===== src/rtl/busrec_pkg.sv =====
`timescale 1ns/1ps
package busrec_pkg;

    // Waveform layout, counted in SCL quarter periods
    localparam int unsigned PULSE_COUNT      = 9;
    localparam int unsigned FIRST_PULSE_SLOT = 6;
    localparam int unsigned PULSE_END_SLOT   = FIRST_PULSE_SLOT + 4 * PULSE_COUNT;
    localparam int unsigned TAIL_SLOTS       = 10;
    localparam int unsigned SLOT_COUNT       = PULSE_END_SLOT + TAIL_SLOTS;
    localparam int unsigned LAST_SLOT        = SLOT_COUNT - 1;
    localparam int unsigned PROBE_MID_SLOT   = PULSE_END_SLOT + 1;
    localparam int unsigned SLOT_W           = $clog2(SLOT_COUNT);

    typedef logic [SLOT_W-1:0] slot_t;

    typedef enum logic {
        SEQ_IDLE   = 1'b0,
        SEQ_ACTIVE = 1'b1
    } seq_state_t;

    // Line levels wanted by the master (1 = released/high)
    typedef struct packed {
        logic scl_hi;
        logic sda_hi;
    } line_lvl_t;

    localparam line_lvl_t LVL_BOTH_HI = '{scl_hi: 1'b1, sda_hi: 1'b1};
    localparam line_lvl_t LVL_SDA_LO  = '{scl_hi: 1'b1, sda_hi: 1'b0};
    localparam line_lvl_t LVL_BOTH_LO = '{scl_hi: 1'b0, sda_hi: 1'b0};
    localparam line_lvl_t LVL_SCL_LO  = '{scl_hi: 1'b0, sda_hi: 1'b1};

    // Levels for a given quarter slot of the recovery waveform
    function automatic line_lvl_t slot_levels(slot_t s);
        int unsigned i;
        int unsigned k;
        line_lvl_t   lv;
        i = 32'(s);
        if (i < 2) begin
            lv = LVL_BOTH_HI;                 // bus idle lead-in
        end else if (i < 4) begin
            lv = LVL_SDA_LO;                  // first START
        end else if (i == 4) begin
            lv = LVL_BOTH_LO;                 // SCL low, SDA still low
        end else if (i < FIRST_PULSE_SLOT) begin
            lv = LVL_SCL_LO;                  // SDA released mid-low
        end else if (i < PULSE_END_SLOT) begin
            k  = (i - FIRST_PULSE_SLOT) % 4;
            lv = (k < 2) ? LVL_BOTH_HI : LVL_SCL_LO;
        end else begin
            k = i - PULSE_END_SLOT;
            if (k < 2)      lv = LVL_BOTH_HI; // setup for second START
            else if (k < 4) lv = LVL_SDA_LO;  // second START
            else if (k < 6) lv = LVL_BOTH_LO; // SCL low phase
            else if (k < 8) lv = LVL_SDA_LO;  // SCL high before STOP
            else            lv = LVL_BOTH_HI; // STOP, bus idle
        end
        return lv;
    endfunction

endpackage


===== src/rtl/busrec_quarter.sv =====
`timescale 1ns/1ps
module busrec_quarter #(
    parameter int unsigned CLKS_PER_QUARTER = 125
) (
    input  logic clk,
    input  logic rst,
    input  logic run,
    output logic quarter_end
);
    localparam int unsigned QW = (CLKS_PER_QUARTER > 1) ? $clog2(CLKS_PER_QUARTER) : 1;
    localparam logic [QW-1:0] CNT_LAST = QW'(CLKS_PER_QUARTER - 1);

    logic [QW-1:0] cnt;

    always_ff @(posedge clk) begin
        if (rst || !run) begin
            cnt <= '0;
        end else if (cnt == CNT_LAST) begin
            cnt <= '0;
        end else begin
            cnt <= cnt + 1'b1;
        end
    end

    assign quarter_end = run && (cnt == CNT_LAST);
endmodule


===== src/rtl/busrec_ctrl.sv =====
`timescale 1ns/1ps
module busrec_ctrl
    import busrec_pkg::*;
(
    input  logic  clk,
    input  logic  rst,
    input  logic  accept,
    input  logic  quarter_end,
    output logic  busy,
    output logic  done,
    output slot_t slot,
    output logic  probe_mid,
    output logic  probe_end
);
    seq_state_t state;
    logic       at_last;

    assign at_last   = (slot == slot_t'(LAST_SLOT));
    assign busy      = (state == SEQ_ACTIVE);
    assign probe_mid = busy && quarter_end && (slot == slot_t'(PROBE_MID_SLOT));
    assign probe_end = busy && quarter_end && at_last;

    always_ff @(posedge clk) begin
        if (rst) begin
            state <= SEQ_IDLE;
            slot  <= '0;
            done  <= 1'b0;
        end else begin
            done <= 1'b0;
            case (state)
                SEQ_IDLE: begin
                    if (accept) begin
                        state <= SEQ_ACTIVE;
                        slot  <= '0;
                    end
                end
                SEQ_ACTIVE: begin
                    if (quarter_end) begin
                        if (at_last) begin
                            state <= SEQ_IDLE;
                            slot  <= '0;
                            done  <= 1'b1;
                        end else begin
                            slot <= slot + 1'b1;
                        end
                    end
                end
                default: state <= SEQ_IDLE;
            endcase
        end
    end
endmodule


===== src/rtl/busrec_sync.sv =====
`timescale 1ns/1ps
module busrec_sync #(
    parameter int unsigned WIDTH  = 2,
    parameter int unsigned STAGES = 2
) (
    input  logic             clk,
    input  logic             rst,
    input  logic [WIDTH-1:0] d,
    output logic [WIDTH-1:0] q
);
    generate
        if (STAGES == 0) begin : g_direct
            assign q = d;
        end else begin : g_flops
            logic [WIDTH-1:0] pipe [STAGES];
            always_ff @(posedge clk) begin
                if (rst) begin
                    for (int s = 0; s < STAGES; s++) pipe[s] <= '1;
                end else begin
                    pipe[0] <= d;
                    for (int s = 1; s < STAGES; s++) pipe[s] <= pipe[s-1];
                end
            end
            assign q = pipe[STAGES-1];
        end
    endgenerate
endmodule


===== src/rtl/busrec_sense.sv =====
`timescale 1ns/1ps
module busrec_sense
    import busrec_pkg::*;
(
    input  logic      clk,
    input  logic      rst,
    input  logic      accept,
    input  logic      probe_mid,
    input  logic      probe_end,
    input  line_lvl_t seen,
    output logic      bus_ok
);
    logic mid_high;

    always_ff @(posedge clk) begin
        if (rst) begin
            mid_high <= 1'b0;
            bus_ok   <= 1'b0;
        end else if (accept) begin
            mid_high <= 1'b0;
            bus_ok   <= 1'b0;
        end else begin
            if (probe_mid) mid_high <= seen.sda_hi;
            if (probe_end) bus_ok   <= mid_high && seen.sda_hi && seen.scl_hi;
        end
    end
endmodule


===== src/rtl/busrec_seq.sv =====
`timescale 1ns/1ps
module busrec_seq
    import busrec_pkg::*;
#(
    parameter int unsigned CLKS_PER_QUARTER = 125,
    parameter int unsigned SYNC_STAGES      = 2
) (
    input  logic clk,
    input  logic rst,
    input  logic start,
    output logic busy,
    output logic done,
    output logic bus_ok,
    output logic scl_oe,
    output logic sda_oe,
    input  logic scl_in,
    input  logic sda_in
);
    logic      accept;
    logic      quarter_end;
    logic      probe_mid;
    logic      probe_end;
    slot_t     slot;
    line_lvl_t want;
    line_lvl_t seen;
    logic [1:0] seen_bits;

    assign accept = start && !busy;

    busrec_quarter #(
        .CLKS_PER_QUARTER(CLKS_PER_QUARTER)
    ) u_quarter (
        .clk        (clk),
        .rst        (rst),
        .run        (busy),
        .quarter_end(quarter_end)
    );

    busrec_ctrl u_ctrl (
        .clk        (clk),
        .rst        (rst),
        .accept     (accept),
        .quarter_end(quarter_end),
        .busy       (busy),
        .done       (done),
        .slot       (slot),
        .probe_mid  (probe_mid),
        .probe_end  (probe_end)
    );

    busrec_sync #(
        .WIDTH (2),
        .STAGES(SYNC_STAGES)
    ) u_sync (
        .clk(clk),
        .rst(rst),
        .d  ({scl_in, sda_in}),
        .q  (seen_bits)
    );

    assign seen = line_lvl_t'(seen_bits);

    busrec_sense u_sense (
        .clk      (clk),
        .rst      (rst),
        .accept   (accept),
        .probe_mid(probe_mid),
        .probe_end(probe_end),
        .seen     (seen),
        .bus_ok   (bus_ok)
    );

    assign want   = slot_levels(slot);
    assign scl_oe = busy && !want.scl_hi;
    assign sda_oe = busy && !want.sda_hi;
endmodule


===== config.mk =====
export PLATFORM = sky130hd
export DESIGN_NAME = busrec_seq
export DESIGN_NICKNAME = d
export VERILOG_FILES = /design/src/rtl/busrec_pkg.sv /design/src/rtl/busrec_quarter.sv /design/src/rtl/busrec_ctrl.sv /design/src/rtl/busrec_sync.sv /design/src/rtl/busrec_sense.sv /design/src/rtl/busrec_seq.sv
export SDC_FILE = /design/constraint.sdc
export NUM_CORES = 1
export LEC_CHECK = 0
export ABC_AREA = 1
export BUFFER_PORTS_ARGS = -buffer_cell sky130_fd_sc_hd__buf_2
export CAP_MARGIN = 20
export CORE_MARGIN = 2
export CORE_UTILIZATION = 30
export CTS_BUF_LIST = sky130_fd_sc_hd__clkbuf_16
export DETAILED_ROUTE_END_ITERATION = 10
export SYNTH_ARGS = -nofsm -noshare
export SYNTH_HDL_FRONTEND = slang
export SYNTH_SLANG_ARGS = --single-unit

===== constraint.sdc =====
create_clock -name clk -period 2.9 [get_ports clk]
set_input_delay 0.435 -clock clk [delete_from_list [all_inputs] [get_ports clk]]
set_output_delay 0.435 -clock clk [all_outputs]
set_load 0.01 [all_outputs]

Word-level counts from Yosys, hierarchy flattened
Memory sizes are Yosys's and may differ from the RTL's.
Index checks and enable logic that the tools add are counted.
{ "word_totals": {"ramBits": 4, "out_inout_bits": 5, "ff_bits": 17, "rom_bits": 0, "in_bits": 5, "latchBits": 0, "wordCells": 71, "mem_count": 1} }
{ "op_classes": {"n_bitwise": 4, "mul": 0, "n_div": 0, "n_eq_ne": 6, "mux": 24, "add_sub_neg": 4, "n_shift": 0, "n_reduce_logical": 17, "magnitude_cmp": 9} }
{ "mem_list": {"columns": ["memory", "words", "word_bits", "rd", "rd_ports_with_merged_regs", "write_ports", "line", "rtl"], "rows": [
  ["u_sync.g_flops.pipe", 2, 2, 2, 0, 2, "busrec_sync.sv:15", "logic [WIDTH-1:0] pipe [STAGES];"]
]} }
{ "op_table": {"columns": ["cell", "count"], "rows": [
  ["$lt 32x3->1 const B", 2],
  ["$lt 32x2->1 const B", 1],
  ["$lt 32x4->1 const B", 1],
  ["$mux 2", 11],
  ["$mux 6", 3],
  ["$eq 6x6->1 const B", 2],
  ["$lt 6x3->1 const B", 2],
  ["$pmux 6 s2", 1],
  ["$logic_and 1x1->1", 9],
  ["$mux 1", 8],
  ["$add 7x1->7 const B", 1],
  ["$eq 7x7->1 const B", 1],
  ["$sub 6x6->7 const B", 1],
  ["$add 6x1->6 const B", 1],
  ["$eq 6x3->1 const B", 1],
  ["$lt 6x2->1 const B", 1],
  ["$lt 6x6->1 const B", 1],
  ["$reduce_or 2->1", 2],
  ["$logic_not 1->1", 3],
  ["$reduce_or 3->1", 1],
  ["$lt 2x2->1 const B", 1],
  ["$ne 2x1->1 const B", 1],
  ["$ne 2x2->1 const B", 1],
  ["$not 1->1", 2],
  ["5 further kinds", 6]
]} }

Depth between registers and ports, before layout
{ "logic_depth": {"ltp_word": 13, "depth_mapped": 10, "depth_no_buf": 10} }

Cells and area by module
A second synthesis with hierarchy kept.
{ "hier_totals": {"cells_unflattened": 172, "hier_area_um2": 1161.1} }
{ "by_module_without_submodules": {"columns": ["mod", "cells_each", "seq_area_each_um2", "area_each_um2", "instances"], "rows": [
  ["busrec_ctrl", 64, 160.2, 422.9, 1],
  ["busrec_quarter", 40, 140.1, 331.6, 1],
  ["busrec_seq", 38, 0.0, 183.9, 1],
  ["busrec_sync", 15, 80.1, 131.4, 1],
  ["busrec_sense", 15, 40.0, 91.3, 1]
]} }

Worst setup path after synthesis
No wires, ideal clock.
{ "synth_path": {"path_type": "reg2out", "startpoint": "reg u_ctrl.slot[1]", "endpoint": "out sda_oe", "path_slack_ps": 1185, "path_stages_with_launch": 10, "arrival_time_ps": 1280, "required_time_ps": 2465, "n_path_buf": 0, "path_cell_list": "dfxtp_1 > inv_1 > ha_1 > inv_1 > nand3_1 > nand2_1 > nand3_1 > nor2_1 > nor2_1 > nor2_1"} }
{ "synth_via": {"elab_chain_len": 13, "word_cells_on_any_way": 21, "classes_between": "1 x add/sub; 8 x order compare; 1 x eq/ne; 9 x mux; 2 x reduce/logical"} }
{ "synth_rtl": {"columns": ["item", "line", "rtl"], "rows": [
  ["start: declaration", "busrec_ctrl.sv:11", "output slot_t slot,"],
  ["start signal: assignment", "busrec_ctrl.sv:44", "slot <= slot + 1'b1;"],
  ["$sub 6x6->7", "busrec_pkg.sv:50", "k = i - PULSE_END_SLOT;"],
  ["$lt 32x4->1", "busrec_pkg.sv:54", "else if (k < 8) lv = LVL_SDA_LO;"],
  ["$mux 1", "busrec_pkg.sv:54", null],
  ["$mux 2", "busrec_pkg.sv:53", "else if (k < 6) lv = LVL_BOTH_LO;"],
  ["$mux 2", "busrec_pkg.sv:52", "else if (k < 4) lv = LVL_SDA_LO;"],
  ["$mux 2", "busrec_pkg.sv:51", "if (k < 2) lv = LVL_BOTH_HI;"],
  ["$mux 2", "busrec_pkg.sv:46", "end else if (i < PULSE_END_SLOT) begin"],
  ["$mux 2", "busrec_pkg.sv:44", "end else if (i < FIRST_PULSE_SLOT) begin"],
  ["$mux 2", "busrec_pkg.sv:42", "end else if (i == 4) begin"],
  ["$mux 2", "busrec_pkg.sv:40", "end else if (i < 4) begin"],
  ["$mux 2 *", "busrec_pkg.sv:38", "if (i < 2) begin"],
  ["$logic_not 1->1 *", "busrec_seq.sv:75", "assign sda_oe = busy && !want.sda_hi;"],
  ["$logic_and 1x1->1 *", "busrec_seq.sv:75", null],
  ["end: declaration", "busrec_seq.sv:15", "output logic sda_oe,"]
]} }
Mark *: on every way between the ends. The rest lies on a longest branch, timed or not.

Worst setup path after layout
Ends and elaborated chain as after synthesis.

==> run summary <==
In the synthesized netlist, the cells that appear most often are 33 x sky130_fd_sc_hd__nand2_1, 24 x sky130_fd_sc_hd__nor2_1, 21 x sky130_fd_sc_hd__dfxtp_1, 16 x sky130_fd_sc_hd__inv_1, 14 x sky130_fd_sc_hd__nand3_1. The run gives 1.72 ns as the data arrival time of the critical path. Number of distinct library cells after synthesis: 23.

In the routed design, unresolved DRC markers number 0. The flow ran to the end, and the final reports show no timing, DRC or antenna violations. The net switching power is 0.1093 mW, and the via-per-instance ratio is 4.444. Clock tree synthesis selected as its root buffer the cell sky130_fd_sc_hd__clkbuf_16.

The run gives 2.084 mm as the total length of routed wires. The number of hold violations in the final report was 0. The iteration-0 DRC count of the detailed router was 51. The final routed wire length divided by cell count was 9.738 µm; the reported leakage power was 0.5378 nW.

The biggest area contributor in the post-synthesis netlist is sky130_fd_sc_hd__dfxtp_1. Setup repair after global routing left no endpoint under its margin. The switching fraction of total power came out at 0.1843. The fraction of power consumed by combinational cells is 0.030, and the post-placement cell area is 1210 µm². Synthesis produced a netlist with a net count of 166. The starting utilization of the core area is 0.3082. From synthesis to final layout, the design area changed by 15.08%. Summed over all layers, the global routing overflow is 0. The die is 65.10 µm tall.

The worst reg2reg path startpoint was u_ctrl.slot[1]$_SDFFE_PP0P_. In this run the power density over the cells is 460.4 nW/µm². Internal reg-to-reg setup slack: 1.39 ns. Detailed placement finished with a half-perimeter wire length of 1.565 mm.

The fraction of synthesized cell area taken by the top area cell type works out to 0.3754. The finished cells cover 1289 µm². The cell type with the highest occurrence count on the critical path was sky130_fd_sc_hd__nor2_1.

For this run, the top clock speed supported by timing is 463.7 MHz. The largest driver fanout on the critical path works out to 9. For the area of the die, the log shows 4237 µm². The run gives 0.4840 mW as the internal power. The max-slew headroom at the worst pin was 0.7424.

Once the clock tree was built, the setup fixing pass inserted 0 buffers. Maximum single-stage delay on the critical path: 0.47 ns. The worst setup path is launched from a flip-flop.

The tools report the worst flop-to-flop path endpoint as u_sense.bus_ok$_SDFFE_PP0P_. The run gives 868 as the number of global-route vias before repair. The number of cells on the worst reg-to-reg path was 8; the synthesized area per cell was 7.225 µm². The logs give 3633 µm² for the area of the placeable core and 1 for the level count of the clock H-tree. TritonCTS built the clock tree. Final sum of negative setup slack: 0 ns. The logs give 3.746 mm for the global-route wire length before repair and 0 for the count of hold-fix buffers inserted at cts. Data on the critical path is required at its endpoint by 2.47 ns. For the total setup violations reported at the end of the flow, the log shows 0. VDD sags by at most 195.9 µV.

The worst setup path is of the flip-flop to output port kind. Among all flip-flop cells after synthesis, the most frequent one is sky130_fd_sc_hd__dfxtp_1. The routed layout has 951 vias. Clock transition at the register clock pins on the worst setup and hold paths after CTS: 0.05 ns. In this run the core area contains 22 standard-cell rows.

The sequential cell area fraction in the yosys report is 0.3754. The final number of max-transition violations is 0. The origin of the worst setup path was u_ctrl.slot[1]$_SDFFE_PP0P_. In the post-synthesis netlist, the cell with the most instances is sky130_fd_sc_hd__nand2_1. After synthesis, the cell types taking the most area are sky130_fd_sc_hd__dfxtp_1 38%, sky130_fd_sc_hd__nand2_1 11%, sky130_fd_sc_hd__nor2_1 8.0%, sky130_fd_sc_hd__ha_1 6.7%, sky130_fd_sc_hd__nand3_1 6.3%. The share of post-route cells with drive strength above 1 is 0.1446, and the number of nets in the layout is 178. The run gives 0 as the number of antenna violations at the first check in global routing.

The global-route total usage across every layer is 0.1143. The final worst slack was 0.7436 ns; the post-route minimum period was 2.156 ns. Routability-driven placement finished with a final weighted congestion of 0.7101. 10 I/O pins were placed. The count of nets left with antenna violations once routing finished came out at 0. Entering global routing, the biggest net connects 12 pins. The post-synthesis instance total is 155.

At the pin with the least slew margin, the transition time is 0.3859 ns. The count of buffers added on input and output ports is 9. Clock skew on the completed layout was measured at 0.001591 ns. The proportion of register bits with asynchronous set or reset after synthesis was 0. The die is 65.10 µm wide. In this run, synthesis produced a sequential element count of 21. The number of antenna diodes in the final layout is 0. The cell area after technology mapping is 1120 µm², and the share of total power in sequential cells is 0.501. The design draws 0.5933 mW. The min-delay analysis places its worst path in the category input port to flip-flop. Max-capacitance violation count: 0. In this run the deepest clock path goes through 2 buffers. At the later pin of the worst-skew pair, clock insertion delay measures 0.25 ns. The logs give 0 for the number of gates given a new drive strength after cts and 0 for the number of warnings reported in the yosys synthesis log.

The final design utilization was 0.3547. The worst setup path is captured at an output port. Counting every sink on the clock net gives 21. The first-pass detailed-route iteration total came out at 4.

On the critical path, the stage with the largest delay is an instance of sky130_fd_sc_hd__dfxtp_1. The logs give 1.008 ns for the post-place setup slack and 0.468 for the clock power share. Yosys mapped a number of flops with a built-in enable equal to 0. The period utilization came out at 0.7436.

The critical path goes through inv_1 -> ha_1 -> inv_1 -> nand3_1 -> nand2_1 -> nand3_1 -> nor2_1 -> nor2_1 -> nor2_1 -> buf_2. TritonCTS created 3 clock buffers. The most critical setup path has its endpoint at sda_oe. Fill cells in the final layout number 408.
## power groups by stage
stage               Clock (mW)  Sequential, mW  Combinational [mW]
floorplan                    0           0.303              0.0115
detailed placement           0           0.303              0.0184
CTS                      0.291           0.297              0.0185
global route             0.299           0.298              0.0211
finish                   0.278           0.297              0.0180
global placement             0           0.303              0.0181
## layout by cell type (no fill, tap or decap)
cell type	count
sky130_fd_sc_hd__inv_1	17
sky130_fd_sc_hd__o21ai_0	5
sky130_fd_sc_hd__o21ai_1	1
sky130_fd_sc_hd__a21oi_1	10
sky130_fd_sc_hd__dfxtp_1	21
sky130_fd_sc_hd__or2_2	4
sky130_fd_sc_hd__nor2_4	3
sky130_fd_sc_hd__nor3_4	1
sky130_fd_sc_hd__nand4_1	2
sky130_fd_sc_hd__nand3_4	1
sky130_fd_sc_hd__xor2_1	3
sky130_fd_sc_hd__nor3_1	3
sky130_fd_sc_hd__nand2_1	33
sky130_fd_sc_hd__buf_2	9
sky130_fd_sc_hd__ha_1	6
sky130_fd_sc_hd__and3_1	1
sky130_fd_sc_hd__inv_2	1
sky130_fd_sc_hd__xnor2_1	1
sky130_fd_sc_hd__nand3b_1	1
sky130_fd_sc_hd__nand3_1	14
sky130_fd_sc_hd__clkbuf_16	3
sky130_fd_sc_hd__nor2_1	24
sky130_fd_sc_hd__nand2_2	2
## worst max-delay path, delay by kind of cell, from the launching register on
family	cells	cell delay, ns
flops	1	0.47
simple gates	6	0.46
buf+inv	3	0.33
fa+ha+maj	1	0.22
## routing by layer
layer | share of wire | up-vias | GRT usage | wire length (µm)
li1 | - | 514 | - | -
met1 | 0.50 | 413 | 0.1480 | 1042
met2 | 0.44 | 19 | 0.1765 | 911
met3 | 0.032 | 5 | 0.02055 | 66
met4 | 0.031 | 0 | 0.07031 | 64
met5 | 0 | - | 0 | 0
## metrics by stage
stage	hold slack, ns	instances
floorplan	0.3895	155
global placement	0.3912	210
detailed placement	0.3974	210
CTS	0.3578	214
global route	0.3637	214
finish	0.3627	214
## cell type report
class                      instances  area (µm²)  share of cell area
multi-input combinational        115       620.6              0.4816
clock buffer                       3       75.07             0.05825
tap                               48       60.06             0.04660
timing repair buffer               9       45.04             0.03495
clock inverter                     1       3.754            0.002913
sequential                        21       420.4              0.3262
inverter                          17       63.81             0.04951
## flip-flops by register name, indices dropped and copies added, names as in the netlist
signal and cells:
u_sync.g_flops.pipe 4, u_sense.mid_high 1, u_ctrl.slot 6, u_ctrl.done 1, u_sense.bus_ok 1, u_ctrl.busy 1, u_quarter.cnt 7
## how the worst min path moves through the flow
stage | slack, ns | startpoint | endpoint | cells past startpoint
2_1_floorplan | 0.39 | u_sync.g_flops.pipe[0][0]$_SDFF_PP1_ | u_sync.g_flops.pipe[0][2]$_SDFF_PP1_ | 1
3_3_place_gp | 0.39 | u_sync.g_flops.pipe[0][0]$_SDFF_PP1_ | u_sync.g_flops.pipe[0][2]$_SDFF_PP1_ | 1
3_5_place_dp | 0.40 | u_sync.g_flops.pipe[0][0]$_SDFF_PP1_ | u_sync.g_flops.pipe[0][2]$_SDFF_PP1_ | 1
4_1_cts | 0.36 | scl_in | u_sync.g_flops.pipe[0][1]$_SDFF_PP1_ | 2
5_1_grt | 0.36 | sda_in | u_sync.g_flops.pipe[0][0]$_SDFF_PP1_ | 2
6_report | 0.36 | scl_in | u_sync.g_flops.pipe[0][1]$_SDFF_PP1_ | 2
## logic make-up after synthesis
group / synth area share
xor+xnor: 0.03129
flops: 0.3754
buf+inv: 0.07039
fa+ha+maj: 0.06704
compound gates: 0.07150
simple gates: 0.3844
No activity file was read; power rests on OpenSTA's default activity.
